## src/rtl/qstat_pkg.sv

```systemverilog
package qstat_pkg;
  localparam int unsigned STAT_W        = 8;
  localparam int unsigned CODE_W        = 8;
  localparam int unsigned QERR_POS      = 2;
  localparam int unsigned ESB_POS       = 5;
  localparam int unsigned DEADLOCK_CODE = 2;
endpackage

```

## src/rtl/qstat_deadlock.sv

```systemverilog
module qstat_deadlock (
  input  logic clk,
  input  logic rst,
  input  logic resp_waiting,
  input  logic inq_full,
  output logic dl_event,
  output logic oq_clear,
  output logic parse_resume
);
  logic dl_now;
  logic dl_prev;

  assign dl_now   = resp_waiting & inq_full;
  assign dl_event = dl_now & ~dl_prev;

  always_ff @(posedge clk) begin
    if (rst) begin
      dl_prev      <= 1'b0;
      oq_clear     <= 1'b0;
      parse_resume <= 1'b0;
    end else begin
      dl_prev      <= dl_now;
      oq_clear     <= dl_event;
      parse_resume <= dl_event;
    end
  end
endmodule

```

## src/rtl/qstat_sticky_reg.sv

```systemverilog
module qstat_sticky_reg #(
  parameter int unsigned W = 8
) (
  input  logic         clk,
  input  logic         rst,
  input  logic [W-1:0] set_vec,
  input  logic         rd_clr,
  output logic [W-1:0] q,
  output logic [W-1:0] nxt,
  output logic [W-1:0] rd_data
);
  for (genvar i = 0; i < W; i++) begin : g_bit
    assign nxt[i] = set_vec[i] | (q[i] & ~rd_clr);
    always_ff @(posedge clk) begin
      if (rst) q[i] <= 1'b0;
      else     q[i] <= nxt[i];
    end
  end

  always_ff @(posedge clk) begin
    if (rst)         rd_data <= '0;
    else if (rd_clr) rd_data <= q;
  end
endmodule

```

## src/rtl/qstat_code_reg.sv

```systemverilog
module qstat_code_reg #(
  parameter int unsigned CODE_W = 8,
  parameter int unsigned CODE   = 2
) (
  input  logic              clk,
  input  logic              rst,
  input  logic              load,
  input  logic              rd,
  output logic [CODE_W-1:0] rd_data
);
  localparam logic [CODE_W-1:0] CODE_V = CODE_W'(CODE);
  logic [CODE_W-1:0] code_q;

  always_ff @(posedge clk) begin
    if (rst) begin
      code_q  <= '0;
      rd_data <= '0;
    end else begin
      if (load)    code_q <= CODE_V;
      else if (rd) code_q <= '0;
      if (rd) rd_data <= code_q;
    end
  end
endmodule

```

## src/rtl/qstat_core.sv

```systemverilog
module qstat_core
  import qstat_pkg::*;
#(
  parameter int unsigned SW       = STAT_W,
  parameter int unsigned CW       = CODE_W,
  parameter int unsigned QE_POS   = QERR_POS,
  parameter int unsigned DL_CODE  = DEADLOCK_CODE
) (
  input  logic          clk,
  input  logic          rst,
  input  logic          resp_waiting,
  input  logic          inq_full,
  input  logic [SW-1:0] event_in,
  input  logic          ese_wr_en,
  input  logic [SW-1:0] ese_wr_data,
  input  logic          esr_rd,
  input  logic          qe_rd,
  output logic [SW-1:0] esr_rdata,
  output logic [SW-1:0] ese_rdata,
  output logic [CW-1:0] qe_rdata,
  output logic          esb,
  output logic          oq_clear,
  output logic          parse_resume
);
  logic          dl_event;
  logic [SW-1:0] ev_vec;
  logic [SW-1:0] esr_q;
  logic [SW-1:0] esr_nxt;
  logic [SW-1:0] ese_q;
  logic [SW-1:0] ese_nxt;

  qstat_deadlock i_dl (
    .clk          (clk),
    .rst          (rst),
    .resp_waiting (resp_waiting),
    .inq_full     (inq_full),
    .dl_event     (dl_event),
    .oq_clear     (oq_clear),
    .parse_resume (parse_resume)
  );

  always_comb begin
    ev_vec         = event_in;
    ev_vec[QE_POS] = event_in[QE_POS] | dl_event;
  end

  qstat_sticky_reg #(.W(SW)) i_esr (
    .clk     (clk),
    .rst     (rst),
    .set_vec (ev_vec),
    .rd_clr  (esr_rd),
    .q       (esr_q),
    .nxt     (esr_nxt),
    .rd_data (esr_rdata)
  );

  qstat_code_reg #(.CODE_W(CW), .CODE(DL_CODE)) i_qe (
    .clk     (clk),
    .rst     (rst),
    .load    (dl_event),
    .rd      (qe_rd),
    .rd_data (qe_rdata)
  );

  assign ese_nxt   = ese_wr_en ? ese_wr_data : ese_q;
  assign ese_rdata = ese_q;

  always_ff @(posedge clk) begin
    if (rst) begin
      ese_q <= '0;
      esb   <= 1'b0;
    end else begin
      ese_q <= ese_nxt;
      esb   <= |(esr_nxt & ese_nxt);
    end
  end

  logic unused_esr;
  assign unused_esr = ^esr_q;
endmodule

```

## config.mk

```make
export PLATFORM = sky130hd
export DESIGN_NAME = qstat_core
export DESIGN_NICKNAME = d
export VERILOG_FILES = /design/src/rtl/qstat_pkg.sv /design/src/rtl/qstat_deadlock.sv /design/src/rtl/qstat_sticky_reg.sv /design/src/rtl/qstat_code_reg.sv /design/src/rtl/qstat_core.sv
export SDC_FILE = /design/constraint.sdc
export NUM_CORES = 1
export LEC_CHECK = 0
export ABC_AREA = 1
export BUFFER_PORTS_ARGS = -buffer_cell sky130_fd_sc_hd__buf_2
export CORE_ASPECT_RATIO = 0.7
export CORE_MARGIN = 2
export CORE_UTILIZATION = 32
export DETAILED_ROUTE_END_ITERATION = 16
export PLACE_DENSITY = 0.6
export SKIP_CTS_REPAIR_TIMING = 1
export SLEW_MARGIN = 20
export SYNTH_ARGS = -nofsm -noshare
export SYNTH_HDL_FRONTEND = slang
export SYNTH_SLANG_ARGS = --single-unit
```

## constraint.sdc

```tcl
create_clock -name clk -period 1.5 [get_ports clk]
set_clock_uncertainty 0.2 [all_clocks]
set_input_delay 0.3 -clock clk [delete_from_list [all_inputs] [get_ports clk]]
set_output_delay 0.3 -clock clk [all_outputs]
set_load 0.01 [all_outputs]
```

### Yosys cells after proc, flatten, opt, wreduce, memory -nomap -nowiden

Cells that the tools add are included.

* word-level logic and storage cells: 42
* output and inout port bits: 27
* register bits: 29
* input bits: 23

* reduce and logical (&&, ||, !) cells: 2
* muxes and demuxes: 3
* bitwise operators: 22

Operators with widths (count)
* $and A1 B1 Y1: 10
* $or A1 B1 Y1: 9
* $and A8 B8 Y8: 1
* $mux W8: 1
* $reduce_or A8 Y1: 1
* $mux W2: 2
* $not A1 Y1: 2
* $reduce_bool A2 Y1: 1

### Depth between registers and ports, before layout

Gate-level depths: netlist of the first run.

* depth in word-level cells: 6
* mapped depth: 9
* gate-level depth less buffers: 9

### Hierarchy

Synthesis of the first run repeated with hierarchy kept, for this count alone.

* cells, all modules: 173
* area, all modules: 1228.7 um^2

By module, submodules not included
* qstat_sticky_reg: sequential area each 320.3 um^2, area each 574.3 um^2, cells an instance 76, instances 1
* qstat_core: sequential area each 180.2 um^2, area each 454.2 um^2, cells an instance 73, instances 1
* qstat_code_reg: sequential area each 40.0 um^2, area each 128.9 um^2, cells an instance 17, instances 1
* qstat_deadlock: sequential area each 40.0 um^2, area each 71.3 um^2, cells an instance 7, instances 1

### Worst setup path after synthesis of the first run

Ideal clock, no wire load.

* path type: input port to flip-flop
* start point: input port rst
* end point: register ese_q[2], in the netlist ese_rdata[2]
* setup slack: 0.260 ns
* data arrival time: 0.912 ns
* path buffers: 2
* stages: 3
* library setup time: 0.128 ns
* data required time: 1.172 ns
* path through: clkbuf_1 buf_1 nor2_1

RTL lines
* from (decl): line qstat_core.sv:10 `input logic rst,`
* to (signal assigned): line qstat_core.sv:73 `ese_q <= ese_nxt;`
* to (decl): line qstat_core.sv:29 `logic [SW-1:0] ese_q;`

No word-level cell between the ends.

### Worst setup path after layout of the first run

* start point: register ese_q[7], in the netlist ese_rdata[7]
* end point: output port ese_rdata[7]

RTL lines
* to (decl): line qstat_core.sv:19 `output logic [SW-1:0] ese_rdata,`

No word-level cell between the ends.

==> summary.md, run 1 <==
| Metric | Value |
|---|---|
| Outcome | `finished clean` |
| Overall Global Routing Usage | `13.0%` |
| Area contributors post-synth | `dfxtp_1 50%, nand2_1 15%, nor2_1 8.7%, a21oi_1 5.6%, buf_4 5.2%` |
| CTS tree | `built` |
| Final instance area | `1470 µm²` |
| CP Capture Type | `output pin` |
| Synth cell types | `17` |
| Final hold viol count | `0` |
| #FFs+latches synth | `29` |
| Initial Utilization | `roughly a third` |
| CTS H-tree lvls | `2` |
| Crit-path max cell delay | `0.34 ns` |
| # DRC | `0` |
| Post-Synth Simple-Gate Area | `24.5%` |
| Vias post-DR | `between 1000 and 1500` |
| Hold WC Path Type | `input port to flip-flop` |
| CTS clk-pin slew, worst paths | `0.06 ns` |
| Rows | `18` |
| Max-Cap Viols | `0` |
| Slowest cell on crit path | `dfxtp_1` |
| Critical path class | `flip-flop to output pin` |
| Critical path launch point type | `flip-flop` |
| Core area | `3490 µm²` |
| Met1 Track Usage GR | `between 10% and 20%` |
| Tcrit/Tclk final | `a little over four fifths` |
| DIE WIDTH | `~76 µm` |
| Final worst setup slack | `~0.25 ns` |
| Antenna Violating Nets Remaining | `0` |
| Fmax | `around 0.80 GHz` |
| FF-to-FF setup slack | `0.32 ns` |
| PwrDens | `roughly 1100 nW/µm²` |
| DR vias/cell | `~4` |
| Gr busiest metal | `met2` |
| # diodes | `0` |
| WP data arrival | `roughly 0.75 ns` |
| Post-DR wirelength/cell | `9.54 µm` |
| Clock Sink Count | `29` |
| Leakage power | `approximately 0.80 nW` |
| DRT iter0 DRCs | `25` |
| Global-route wire length before repair | `4.04 mm` |
| Synth Area per Inst | `approximately 7.3 µm²` |
| Crit-path cells | `buf_2` |
| Inserted Clock Buffers | `5` |
| WHS Endpoint | `i_esr.q[3]` |
| Clk_lat worst skew | `~0.28 ns` |
| CP bufs+invs | `1` |
| Longest Clk Path Bufs | `2` |
| Hold path cells | `3` |
| Share of the yosys chip area belonging to registers | `49.9%` |
| Mux contribution to synthesized area | `0%` |
| Die area | `about 4100 µm²` |
| Area grow syn2layout | `26.6%` |
| Drt pass-1 iters | `4` |
| Crit Reg-Reg Startpoint | `ese_rdata[5]` |
| Syn. warnings | `0` |
| DP HPWL | `around 1.8 mm` |
| Adder-cell share of the synthesized area | `0%` |
| R2r endpoint | `esb` |
| Synth Area in XOR/XNOR | `0%` |
| Slew Limit Fails | `0` |
| GRT Residual Overflow | `0` |
| Area after DPL | `between 1000 and 1500 µm²` |
| Post-synthesis cell count | `160` |
| Vias in the first global route | `roughly 940` |
| RSZ-0062 raised after global routing | `false` |
| Fin nets | `about 230` |
| Pre-CTS WS | `-0.0140 ns` |
| Layout cells sized above 1 | `between 20% and 30%` |
| Die height | `about 54 µm` |
| GR Util met2 | `about a fifth` |
| Dominant cell type by area after synthesis | `dfxtp_1` |
| Reg2Reg Depth | `8` |
| Final min period | `1.25 ns` |
| IO buf count | `42` |
| Total wire length | `about 2.4 mm` |
| Req. time, crit path | `1.00 ns` |
| Met3 Use GR | `around 6.4%` |
| Peak VDD IR | `just over 500 µV` |
| Setup TNS | `0 ns` |
| Root buffer cell | `clkbuf_8` |
| I/O pins | `50` |
| Top-area cell type share of the netlist area | `49.9%` |
| Maximum fanout along the worst path | `2` |
| Setup violators final | `0` |
| Synth Area in Compound Gates | `between 10% and 20%` |
| Synthesized cell area | `roughly 1200 µm²` |
| Largest family of logic cells by synthesized area | `simple AND/OR/NAND/NOR gates` |
| Worst path top cell family by delay | `flip-flops` |
| Hold_sp | `event_in[3]` |
| GP Congestion | `0.714` |
| Maximum number of pins on one net before global-route repair | `20` |
| Initial antenna violation count | `0` |
[cells by family (layout without fill, tap and decap cells)]
| family | after synthesis | count (layout) |
|---|---|---|
| and+or+nand+nor | 75 | 75 |
| DFF | 29 | 29 |
| buffers and inverters | 29 | 69 |
| other | 1 | 7 |
| AOI/OAI and AO/OA | 26 | 26 |
[worst max path at each step]
stage                 start      endpoint  slack (ns)  cells past startpoint
6_report       ese_rdata[7]  ese_rdata[7]        0.25                      1
5_1_grt           ese_wr_en           esb        0.11                     10
4_1_cts        ese_rdata[7]  ese_rdata[7]        0.24                      1
3_5_place_dp      ese_wr_en           esb       -0.01                     10
3_3_place_gp      ese_wr_en           esb        0.02                     10
2_1_floorplan           rst  ese_rdata[2]        0.26                      3
[flip-flops by register name (all words and copies together), names as in the netlist]
name           flops
i_qe.rd_data       1
i_qe.code_q        1
i_dl.oq_clear      1
i_esr.q            8
i_dl.dl_prev       1
i_esr.rd_data      8
esb                1
ese_rdata          8
[stage by stage]
stage | power, mW | instances | hold WS [ns] | util (%)
after floorplan | 1.00 | 166 | 0.211 | -
after global placement | 1.08 | 248 | 0.260 | 39.8
after detailed placement | 1.08 | 248 | 0.260 | 39.8
after CTS | 1.71 | 256 | 0.0522 | 42.2
after global routing | 1.77 | 256 | 0.0566 | 42.2
final | 1.68 | 256 | 0.0540 | 42.2
[layout by cell type (no fill, tap or decap)]
cell type,instances
nor2_1,27
a21oi_1,13
buf_2,42
conb_1,7
dfxtp_1,29
nand3_1,1
clkbuf_8,5
or2_2,1
inv_2,1
nand2_1,46
a21oi_4,1
clkbuf_1,1
o21ai_0,11
a21oi_2,1
clkinv_2,2
inv_1,16
buf_4,2
[where the power goes]
group / switching, mW / total [mW] / internal (mW)
registers: 0.0218 / 0.841 / 0.819
logic: 0.127 / 0.216 / 0.0887
clock network: 0.306 / 0.627 / 0.321
total: 0.456 / 1.68 / 1.23
[layer usage]
metal | share of wire (%) | routed length, µm | vias up
met5 | 0 | 0 | -
met4 | 1.6 | 38 | 0
met3 | 8.2 | 201 | 6
met2 | 39 | 963 | 31
met1 | 51 | 1240 | 449
li1 | - | - | 563
[cell usage after synthesis]
library cell and count:
buf_1 1, a21oi_1 13, buf_2 1, o21ai_0 11
conb_1 1, nor2_1 27, a21oi_2 1, buf_4 8
buf_6 1, a21oi_4 1, inv_2 1, nand2_1 46
clkbuf_1 1, dfxtp_1 29, or2_2 1, inv_1 16
nand3_1 1
[layout make-up]
type | instances | area (µm²)
Clock inverter | 2 | 10.0
Sequential cell | 29 | 581
Tap cell | 50 | 62.6
Timing Repair Buffer | 44 | 225
Inverter | 17 | 63.8
Multi-Input combinational cell | 108 | 457
Fill cell | 397 | 2020
Clock buffer | 6 | 72.6
(Power assumes the default switching activity.)
==> run 2: changes to the inputs <==
==> constraint.sdc (replaced) <==
create_clock -name clk -period 1.3 [get_ports clk]
set_clock_uncertainty 0.2 [all_clocks]
set_input_delay 0.26 -clock clk [delete_from_list [all_inputs] [get_ports clk]]
set_output_delay 0.26 -clock clk [all_outputs]
set_load 0.01 [all_outputs]
==> run 2 against run 1 <==
Compared with the run above:
- non-clock buffer count increased by 11
- worst hold slack got worse by 0.031 ns
- combinational power increased by 27%
==> summary.md, run 2 (synthesized netlist as in run 1, its figures left out) <==
| Metric | Value |
|---|---|
| Antenna Violating Nets Remaining | `0 (unchanged)` |
| Maximum number of pins on one net before global-route repair | `20 (unchanged)` |
| Hold WC Path Type | `input port to flip-flop (unchanged)` |
| IO buf count | `42 (unchanged)` |
| CTS tree | `built (unchanged)` |
| Max-Cap Viols | `0 (unchanged)` |
| Fin nets | `239 (was 228)` |
| # DRC | `0 (unchanged)` |
| Final hold viol count | `0 (unchanged)` |
| CTS clk-pin slew, worst paths | `0.06 ns (about the same)` |
| WP data arrival | `0.75 ns (about the same)` |
| Global-route wire length before repair | `4.04 mm (about the same)` |
| Most frequent cells in the layout | `46 x nand2_1, 42 x buf_2, 29 x dfxtp_1 (unchanged)` |
| Tcrit/Tclk final | `approximately 90%` |
| Rows | `18 (unchanged)` |
| CP Capture Type | `output pin (unchanged)` |
| Crit-path max cell delay | `0.34 ns (about the same)` |
| Critical path launch point type | `flip-flop (unchanged)` |
| Tot Pwr | `1.98 mW (was 1.68 mW)` |
| Outcome | `finished clean (unchanged)` |
| # fillers | `367 (was 397)` |
| Final min period | `between 1 and 1.5 ns` |
| Worst hold margin | `0.0232 ns (was 0.0540 ns)` |
| PwrDens | `1270 nW/µm² (was 1140 nW/µm²)` |
| Commonest non-fill, non-tap cell in the layout | `nand2_1 (unchanged)` |
| # diodes | `0 (unchanged)` |
| Leakage power | `0.850 nW (was 0.801 nW)` |
| RSZ-0062 raised after global routing | `false (unchanged)` |
| Inserted Clock Buffers | `5 (unchanged)` |
| Clock Sink Count | `29 (unchanged)` |
| Slew Limit Fails | `0 (unchanged)` |
| Critical path class | `flip-flop to output pin (unchanged)` |
| Clk_lat worst skew | `0.28 ns (about the same)` |
| DRT iter0 DRCs | `36 (was 25)` |
| Setup violators final | `0 (unchanged)` |
| Initial Utilization | `33.3% (unchanged)` |
| CTS H-tree lvls | `2 (unchanged)` |
| Crit-path cells | `buf_2 (unchanged)` |
| GP Congestion | `0.719 (was 0.714)` |
| Overall Global Routing Usage | `13.0% (about the same)` |
| DP HPWL | `1.86 mm (was 1.77 mm)` |
| DIE WIDTH | `76.0 µm (unchanged)` |
| DR vias/cell | `4.03 (was 4.10)` |
| Drt pass-1 iters | `6 (was 4)` |
| Die height | `54.4 µm (unchanged)` |
| Worst path top cell family by delay | `flip-flops (unchanged)` |
| Req. time, crit path | `0.84 ns (was 1.00 ns)` |
| CP bufs+invs | `1 (unchanged)` |
| Maximum fanout along the worst path | `2 (unchanged)` |
| Area grow syn2layout | `34.0% (was 26.6%)` |
| Slowest cell on crit path | `dfxtp_1 (unchanged)` |
| Fmax | `0.830 GHz` |
| Post-DR wirelength/cell | `9.06 µm (was 9.54 µm)` |
| Longest Clk Path Bufs | `2 (unchanged)` |
| Vias in the first global route | `945 (was 939)` |
| Vias post-DR | `1071 (was 1049)` |
| I/O pins | `50 (unchanged)` |
| Core area | `3490 µm² (unchanged)` |
| Total wire length | `2.41 mm (was 2.44 mm)` |
| GRT Residual Overflow | `0 (unchanged)` |
| Layout cells sized above 1 | `30.1% (was 26.7%)` |
| Setup TNS | `0 ns (unchanged)` |
| Peak VDD IR | `550 µV (was 514 µV)` |
| Initial antenna violation count | `0 (unchanged)` |
| Die area | `4140 µm² (unchanged)` |
| Root buffer cell | `clkbuf_8 (unchanged)` |
[run 2: cell types whose count changed in the layout (fill, tap and decap cells not counted)]
cell      delta
clkbuf_8     +1
o21ai_0      -1
o21ai_1      +1
buf_4       +11
clkinv_2     -2
[run 2: final cells by class]
type / instances / area (µm²) / area share (%)
timing repair buffer: 55 / 308 / 19.8
clock buffer: 7 / 86.3 / 5.54
sequential: 29 / 581 / 37.3
multi-input combinational: 108 / 457 / 29.3
inverter: 17 / 63.8 / 4.10
tap: 50 / 62.6 / 4.02
[run 2: power by group]
group / switching [mW] / leakage (nW) / internal, mW
registers: 0.0247 / 0.241 / 0.946
clock network: 0.315 / 0.0443 / 0.419
logic: 0.152 / 0.565 / 0.122
total: 0.492 / 0.850 / 1.49
[run 2: metal layers]
layer / share of wire, % / GRT usage, % / routed length, µm
met2: 41 / 20.7 / 982
met1: 50 / 15.4 / 1190
met5: 0 / 0 / 0
met3: 8.0 / 5.12 / 193
met4: 1.7 / 7.27 / 40
[run 2: final timing paths]
check | startpoint | endpoint | slack [ns] | cells past startpoint
worst max-delay path | ese_rdata[6] | ese_rdata[6] | 0.09 | 1
worst min-delay path | inq_full | i_dl.dl_prev | 0.02 | 3
worst max register to register | ese_rdata[7] | esb | 0.17 | 8
worst min register to register | i_qe.code_q[1] | i_qe.code_q[1] | 0.27 | 2
[run 2: metrics by stage]
stage	instance area [µm²]	utilization, %	std cells	setup WS [ns]
after floorplan	1180	-	166	0.0999
after global placement	1470	42.2	259	-0.102
after detailed placement	1470	42.2	259	-0.102
after CTS	1560	44.6	266	0.0793
after global routing	1560	44.6	266	0.00578
final	1560	44.6	266	0.0945
